File: src/rtl/sar4_pkg.sv
package sar4_pkg;
  typedef enum logic {
    ST_IDLE = 1'b0,
    ST_CONV = 1'b1
  } sar_state_t;
endpackage

File: src/rtl/sar4_chan_decode.sv
module sar4_chan_decode #(
  parameter int NCHAN = 3,
  parameter int SEL_W = 2
) (
  input  logic [SEL_W-1:0] sel,
  output logic [NCHAN-1:0] onehot,
  output logic             reserved
);
  for (genvar i = 0; i < NCHAN; i++) begin : g_dec
    assign onehot[i] = (sel == SEL_W'(i));
  end
  assign reserved = (32'(sel) >= NCHAN);
endmodule

File: src/rtl/sar4_settle_timer.sv
module sar4_settle_timer #(
  parameter int SETTLE_CYCLES = 90
) (
  input  logic clk,
  input  logic rst_n,
  input  logic clr,
  input  logic run,
  output logic tick
);
  localparam int CW = (SETTLE_CYCLES > 1) ? $clog2(SETTLE_CYCLES) : 1;
  localparam logic [CW-1:0] LAST = CW'(SETTLE_CYCLES - 1);

  logic [CW-1:0] cnt_q, cnt_d;

  assign tick = run && (cnt_q == LAST);

  always_comb begin
    cnt_d = cnt_q;
    if (clr)       cnt_d = '0;
    else if (tick) cnt_d = '0;
    else if (run)  cnt_d = cnt_q + 1'b1;
  end

  always_ff @(posedge clk or negedge rst_n) begin
    if (!rst_n) cnt_q <= '0;
    else        cnt_q <= cnt_d;
  end

  // the settle count never passes its programmed limit
  a_r5_cnt_range: assert property (@(posedge clk) disable iff (!rst_n)
    32'(cnt_q) < SETTLE_CYCLES);
  // after a load the timer restarts from zero, so no sample comes early
  a_r5_clr_restart: assert property (@(posedge clk) disable iff (!rst_n)
    clr |=> (cnt_q == '0));
endmodule

File: src/rtl/sar4_trial_reg.sv
module sar4_trial_reg #(
  parameter int WIDTH = 4
) (
  input  logic             clk,
  input  logic             rst_n,
  input  logic             load,
  input  logic             step,
  input  logic             cmp,
  output logic [WIDTH-1:0] code_q,
  output logic [WIDTH-1:0] code_nx,
  output logic             last
);
  localparam logic [WIDTH-1:0] TOP = {1'b1, {(WIDTH-1){1'b0}}};

  logic [WIDTH-1:0] mask_q, mask_d, code_d, settled;

  assign settled = (code_q & ~mask_q) | (cmp ? mask_q : '0);
  assign code_nx = settled | (mask_q >> 1);
  assign last    = mask_q[0];

  always_comb begin
    code_d = code_q;
    mask_d = mask_q;
    if (load) begin
      code_d = TOP;
      mask_d = TOP;
    end else if (step) begin
      code_d = code_nx;
      mask_d = mask_q >> 1;
    end
  end

  always_ff @(posedge clk or negedge rst_n) begin
    if (!rst_n) begin
      code_q <= '0;
      mask_q <= '0;
    end else begin
      code_q <= code_d;
      mask_q <= mask_d;
    end
  end

  // a conversion opens at mid-scale
  a_r3_first_trial: assert property (@(posedge clk) disable iff (!rst_n)
    load |=> (code_q == TOP));
  // at most one bit is under trial
  a_r4_mask_onehot0: assert property (@(posedge clk) disable iff (!rst_n)
    $onehot0(mask_q));
  // after a non-final decision the next lower bit is set as the trial
  a_r4_next_trial: assert property (@(posedge clk) disable iff (!rst_n)
    (step && !last && !load) |=> ((code_q & mask_q) == mask_q) && $countones(mask_q) == 1);
endmodule

File: src/rtl/sar4_ctrl.sv
module sar4_ctrl #(
  parameter int WIDTH         = 4,
  parameter int NCHAN         = 3,
  parameter int SEL_W         = 2,
  parameter int SETTLE_CYCLES = 90
) (
  input  logic             clk,
  input  logic             rst_n,
  input  logic             start,
  input  logic [SEL_W-1:0] chan_sel,
  input  logic             cmp_in,
  output logic [WIDTH-1:0] dac_code,
  output logic [NCHAN-1:0] chan_en,
  output logic             busy,
  output logic             done,
  output logic             err,
  output logic [WIDTH-1:0] result
);
  import sar4_pkg::*;

  sar_state_t       state_q, state_d;
  logic [NCHAN-1:0] chan_q, chan_d, dec_onehot;
  logic             dec_rsvd;
  logic             done_q, done_d, err_q, err_d;
  logic [WIDTH-1:0] res_q, res_d, code_q, code_nx;
  logic             accept, load, tick, last, run;

  sar4_chan_decode #(.NCHAN(NCHAN), .SEL_W(SEL_W)) u_dec (
    .sel(chan_sel), .onehot(dec_onehot), .reserved(dec_rsvd));

  assign run    = (state_q == ST_CONV);
  assign accept = start && (state_q == ST_IDLE);
  assign load   = accept && !dec_rsvd;

  sar4_settle_timer #(.SETTLE_CYCLES(SETTLE_CYCLES)) u_tmr (
    .clk(clk), .rst_n(rst_n), .clr(load), .run(run), .tick(tick));

  sar4_trial_reg #(.WIDTH(WIDTH)) u_trial (
    .clk(clk), .rst_n(rst_n), .load(load), .step(tick), .cmp(cmp_in),
    .code_q(code_q), .code_nx(code_nx), .last(last));

  always_comb begin
    state_d = state_q;
    chan_d  = chan_q;
    done_d  = 1'b0;
    err_d   = err_q;
    res_d   = res_q;
    case (state_q)
      ST_IDLE: begin
        if (accept) begin
          if (dec_rsvd) begin
            done_d = 1'b1;
            err_d  = 1'b1;
            res_d  = '0;
          end else begin
            state_d = ST_CONV;
            chan_d  = dec_onehot;
            err_d   = 1'b0;
          end
        end
      end
      ST_CONV: begin
        if (tick && last) begin
          state_d = ST_IDLE;
          done_d  = 1'b1;
          res_d   = code_nx;
        end
      end
      default: state_d = ST_IDLE;
    endcase
  end

  always_ff @(posedge clk or negedge rst_n) begin
    if (!rst_n) begin
      state_q <= ST_IDLE;
      chan_q  <= '0;
      done_q  <= 1'b0;
      err_q   <= 1'b0;
      res_q   <= '0;
    end else begin
      state_q <= state_d;
      chan_q  <= chan_d;
      done_q  <= done_d;
      err_q   <= err_d;
      res_q   <= res_d;
    end
  end

  assign busy     = run;
  assign chan_en  = run ? chan_q : '0;
  assign dac_code = code_q;
  assign done     = done_q;
  assign err      = err_q;
  assign result   = res_q;

  // exactly one switch closed while converting, none while idle
  a_r2_enable_onehot: assert property (@(posedge clk) disable iff (!rst_n)
    busy |-> $onehot(chan_en));
  a_r2_idle_closed: assert property (@(posedge clk) disable iff (!rst_n)
    !busy |-> (chan_en == '0));
  // completion is flagged as busy drops
  a_r6_done_on_fall: assert property (@(posedge clk) disable iff (!rst_n)
    $fell(busy) |-> done);
  a_r6_done_idle: assert property (@(posedge clk) disable iff (!rst_n)
    done |-> !busy);
  // a reserved request reports zero
  a_r7_err_zero: assert property (@(posedge clk) disable iff (!rst_n)
    (done && err) |-> (result == '0));
  // a start during a conversion leaves the selected channel alone
  a_r8_ignore_start: assert property (@(posedge clk) disable iff (!rst_n)
    (busy && start) |=> (!busy || $stable(chan_en)));
endmodule

File: config.mk
export PLATFORM = sky130hd
export DESIGN_NAME = sar4_ctrl
export DESIGN_NICKNAME = d
export VERILOG_FILES = /design/src/rtl/sar4_pkg.sv /design/src/rtl/sar4_chan_decode.sv /design/src/rtl/sar4_settle_timer.sv /design/src/rtl/sar4_trial_reg.sv /design/src/rtl/sar4_ctrl.sv
export SDC_FILE = /design/constraint.sdc
export NUM_CORES = 1
export LEC_CHECK = 0
export BUFFER_PORTS_ARGS = -buffer_cell sky130_fd_sc_hd__buf_2
export CAP_MARGIN = 20
export CORE_MARGIN = 1.5
export CORE_UTILIZATION = 57
export DETAILED_ROUTE_END_ITERATION = 8
export PLACE_DENSITY = 0.84
export SLEW_MARGIN = 40
export SYNTH_ARGS = -nofsm -noshare
export SYNTH_HDL_FRONTEND = slang
export SYNTH_SLANG_ARGS = --single-unit
File: constraint.sdc
create_clock -name clk -period 3.2 [get_ports clk]
set_clock_uncertainty 0.2 [all_clocks]
set_input_delay 0.64 -clock clk [delete_from_list [all_inputs] [get_ports clk]]
set_output_delay 0.64 -clock clk [all_outputs]
set_load 0.01 [all_outputs]
# == Word level (Yosys, flattened, before mapping) ==
# Cells that the tools add are included.
# op_classes
reduce_logical,11
mux,21
n_lt_le_gt_ge,1
n_eq_ne,6
n_addsub,1
bitwise_logic,6
# ops
cell,count
two-way mux 4 bit,8
two-way mux 7 bit,3
one-hot mux 4 bit (2 select lines),1
"adder 7 x 1 -> 7 bit, second input constant",1
"equality test 7 bit, second input constant",1
two-way mux 1 bit,6
AND reduction 3 bit,2
AND 4 bit,1
logical AND 1 bit,4
"inequality test 2 bit, second input constant",2
inverter 4 bit,1
bitwise OR 4 x 3 -> 4 bit,1
bitwise OR 4 bit,1
one-hot mux 1 bit (2 select lines),2
two-way mux 3 bit,1
nonzero test 3 bit,1
"equality test 2 x 1 -> 1 bit, second input constant",1
"equality test 2 bit, second input constant",1
">= comparator 2 bit, second input constant",1
zero test 2 bit,1
"inequality test 2 x 1 -> 1 bit, second input constant",1
inverter 1 bit,2
AND reduction 2 bit,1
nonzero test 2 bit,1
zero test 1 bit,1
# word_totals
out_inout_bits,14
register_bits,25
input_bits,6
elab_cells,54

# == Longest topological paths before layout ==
# logic_depth
word_depth,6
ltp_mapped,7
depth_no_buf,6

# == By module ==
# A second synthesis with hierarchy kept.
# unflattened
cells_unflattened,131
area_unflattened_um2,1327.5
# modules_own_cells
module,seq_area_each_um2,n_inst,area_per_inst_um2,cells_each
sar4_ctrl,250.2,1,456.7,43
sar4_trial_reg,200.2,1,431.7,42
sar4_settle_timer,175.2,1,412.9,42
sar4_chan_decode,0.0,1,26.3,4

# == Worst setup path before layout ==
# Ideal clock, no wire load.
# synth_timing
path_type,flip-flop to flip-flop
from,register u_tmr.cnt_q[1]
to,"register res_q[0], in the netlist result[0]"
setup_slack_ps,1574
period_less_slack_ps,1626
n_path_buf,0
required_ps,2880
arrival_ps,1306
stages_incl_launch_ff,7
setup_ps,120
cell_sequence,dfrtp_1 inv_1 ha_1 and3_4 and4_4 nand2_4 a31o_1
# synth_via
elab_chain_cells,5
# synth_lines
item,line_no,source
start: declaration,sar4_settle_timer.sv:13,"logic [CW-1:0] cnt_q, cnt_d;"
start signal: assignment,sar4_settle_timer.sv:26,else cnt_q <= cnt_d;
equality test 7 bit,sar4_settle_timer.sv:15,assign tick = run && (cnt_q == LAST);
logical AND 1 bit,sar4_settle_timer.sv:15,
logical AND 1 bit,sar4_ctrl.sv:63,if (tick && last) begin
inequality test 2 x 1 -> 1 bit (no line),--,
AND reduction 3 bit (no line),--,
end signal: assignment,sar4_ctrl.sv:85,res_q <= res_d;
end: declaration,sar4_ctrl.sv:25,"logic [WIDTH-1:0] res_q, res_d, code_q, code_nx;"
# No other way between the ends.
# A chain may end at the register's enable or synchronous reset.

# == Final worst setup path ==
# layout_timing
from,"register state_q, in the netlist busy"
to,output port chan_en[1]
# layout_via
elab_chain_cells,1
# layout_lines
item,line_no,source
start: declaration,sar4_ctrl.sv:21,"sar_state_t state_q, state_d;"
start signal: assignment,sar4_ctrl.sv:81,state_q <= state_d;
two-way mux 3 bit,sar4_ctrl.sv:90,assign chan_en = run ? chan_q : '0;
end: declaration,sar4_ctrl.sv:13,"output logic [NCHAN-1:0] chan_en,"
# No other way between the ends.

==> flow_metrics.py <==
metrics = {
    "yosys": {
        "synth_largest_type_area_fraction": 0.508,
        "synth_edf_count": 0,
        "async_flop_share": 1.00,
        "synth.most_common_cell": "sky130_fd_sc_hd__dfrtp_1",
        "synth_flop_cell": "sky130_fd_sc_hd__dfrtp_1",
        "synth_area_um2": 1230,
        "synth_cell_types": 41,
        "synth.area.mux_share": 0.0254,
        "synth_compound_area_frac": 0.155,
        "sequential_fraction_of_the_synthesis_area": 0.508,
        "syn-num-nets": 125,
        "synth.yosys.warnings": 0,
        "synthCells": 117,
        "ys_top_cells_by_area": "sky130_fd_sc_hd__dfrtp_1, sky130_fd_sc_hd__nand2_1, sky130_fd_sc_hd__nor4b_2",
        "yosys_top_cell_by_area": "sky130_fd_sc_hd__dfrtp_1",
        "synth.avg_cell_area_um2": 10.5,
        "post_synth_most_frequent_cells": "sky130_fd_sc_hd__dfrtp_1, sky130_fd_sc_hd__nand2_1, sky130_fd_sc_hd__nand3_1, sky130_fd_sc_hd__nor2_1",
        "ys_seq_elements": 25,
        "synthAdderAreaFrac": 0.0203,
        "synth_xor_area_frac": 0.0142,
        "yosys.area_share.simple": 0.255,
        "largest_family_of_logic_cells_by_synthesized_area": "simple AND/OR/NAND/NOR gates",
    },
    "hold_path": {
        "min_path_type": "input pin to asynchronous set/reset pin",
    },
    "critical_path": {
        "critical_path.max_fanout": 13,
        "rrSetupSlack_ns": 1.37,
        "crit_required_ns": 2.36,
        "worst-setup-path-type": "flip-flop to output port",
        "critPathLaunchType": "flip-flop",
        "worstPathArrival_ns": 1.26,
        "capturing_element_type_of_the_critical_path": "output port",
    },
    "clock_network": {
        "clock_tree_from_tritoncts": "yes",
        "htreeDepth": 1,
        "clkLatencyLatePin_ns": 0.30,
        "cts_buffers": 3,
        "root_buffer": "sky130_fd_sc_hd__clkbuf_4",
        "cts_hold_buffers": 0,
        "postCtsSetupBuffers": 0,
        "cts_sinks": 25,
        "clk_pin_slew_worst_paths_ns": 0.13,
        "cts-root-to-sink-buffers": 2,
        "post_cts_resized": 0,
    },
    "drt": {
        "wl_per_cell_um": 14.5,
        "antenna_violating_nets_post_route": 0,
        "detail_route.vias_per_cell": 5.77,
        "first_pass_iters": 4,
        "drc": 0,
        "num_vias": 952,
        "wirelength_um": 2390,
        "drt_first_iter_violations": 18,
    },
    "placed_design": {
        "place.gp.congestion": 0.811,
        "place_area_um2": 1350,
        "post-place-ws_ns": 1.34,
        "place.detailed.instances": 161,
        "portBuffers": 19,
        "dp.final_hpwl_um": 1810,
    },
    "floorplan": {
        "chipWidth_um": 49.5,
        "placementRows": 16,
        "initial_core_util": 0.616,
        "core_area_um2": 2000,
        "chipHeight_um": 49.5,
        "design.portCount": 20,
        "die_area_um2": 2450,
    },
    "sta": {
        "final_hold_fails": 0,
        "layout_setup_ws_ns": 1.10,
        "max_slew.worst_pin.slew_ns": 0.555,
        "drv_slew": 0,
        "final.period_utilization": 0.655,
        "finalSetupTns_ns": 0,
        "slew_headroom": 0.630,
        "finalHoldWorstSlack_ns": 0.106,
        "report.final.setup_viol": 0,
        "fmaxAchievable_mhz": 477,
        "clock_period_minus_worst_slack_ns": 2.10,
        "rsz_0062_raised_after_global_routing": "false",
    },
    "global_route": {
        "grt_start_max_net_pins": 26,
        "grt_busiest_layer": "met2",
        "grt-ovfl-total": 0,
        "track_usage": 0.220,
        "groute.layer.met2.usage": 0.387,
        "antenna_violations_before_repair": 0,
        "grt_first_pass_wirelength_um": 4210,
        "grt_use_met1": 0.276,
        "via_count_of_the_first_global_routing_pass": 948,
        "grtUsageMet3": 0.0333,
    },
    "finish": {
        "multiInputGateArea_um2": 579,
        "final_cells": 165,
        "finalCoreUtilization": 0.687,
        "final_cell_area_um2": 1380,
        "layout-area-overhead-vs-synth_pct": 11.6,
        "register_area_um2": 626,
        "drive_above_1_share": 0.254,
        "finish.net_count": 147,
        "nFillCells": 152,
        "antenna_cells_inserted": 0,
    },
    "status": {
        "status": "complete, no violations",
    },
    "power_and_ir_drop": {
        "power.density_nw_per_um2": 801,
        "static-leakage-power_nw": 0.683,
        "finalPower_mw": 1.10,
        "ir_drop_v": 0.000512,
    },
    "job": {
        "cap_violations": 0,
    },
}
==> state kept, by name, indices dropped and copies added, names as in the netlist <==
register,flops
busy,1
chan_q,3
done,1
err,1
result,4
u_tmr.cnt_q,7
u_trial.code_q,4
u_trial.mask_q,4
==> final timing paths <==
| check | to | depth (start not counted) | from |
|---|---|---|---|
| hold reg to reg | chan_q[1] | 1 | chan_q[1] |
| setup / recovery | chan_en[1] | 2 | busy |
| hold / removal | u_trial.mask_q[1] | 1 | rst_n |
| min in group clk | chan_q[1] | 1 | chan_q[1] |
| max in group asynchronous | u_trial.mask_q[3] | 1 | rst_n |
| setup reg to reg | result[0] | 6 | u_tmr.cnt_q[1] |
==> per-layer routing <==
layer,vias up,share of wire
li1,466,-
met1,470,0.44
met2,14,0.52
met3,2,0.024
met4,0,0.0096
met5,-,0
==> area by class of cell <==
| cell class | instances | share of cell area |
|---|---|---|
| Timing Repair Buffer | 19 | 0.0692 |
| Tap cell | 27 | 0.0246 |
| Clock buffer | 4 | 0.0191 |
| Inverter | 4 | 0.0109 |
| Sequential cell | 25 | 0.455 |
| Multi-Input combinational cell | 86 | 0.421 |
==> layout by cell type (no fill, tap or decap), drive strengths merged, types with 4 or more instances in the layout <==
master,Yosys,routed
and2,4,4
buf,2,19
clkbuf,0,4
dfrtp,25,25
inv,4,4
nand2,19,19
nand3,7,7
nor2,6,6
o21ai,8,8
==> power by group <==
group | switching (mW) | leakage (nW) | total [mW] | internal (mW)
Sequential | 0.128 | 0.311 | 0.573 | 0.445
Clock | 0.0872 | 0.0150 | 0.136 | 0.0485
Combinational | 0.203 | 0.357 | 0.393 | 0.189
==> worst max-delay path, stage by stage (launching register included) <==
cell and delay (ns):
sky130_fd_sc_hd__dfrtp_1 0.63, sky130_fd_sc_hd__and2_1 0.19, sky130_fd_sc_hd__buf_2 0.13
==> logic make-up after synthesis <==
logic type | count (synthesis)
fa+ha+maj | 2
flops | 25
compound gates | 28
simple gates | 51
mux | 3
buf+inv | 6
xor+xnor | 2
(Power assumes the default switching activity.)
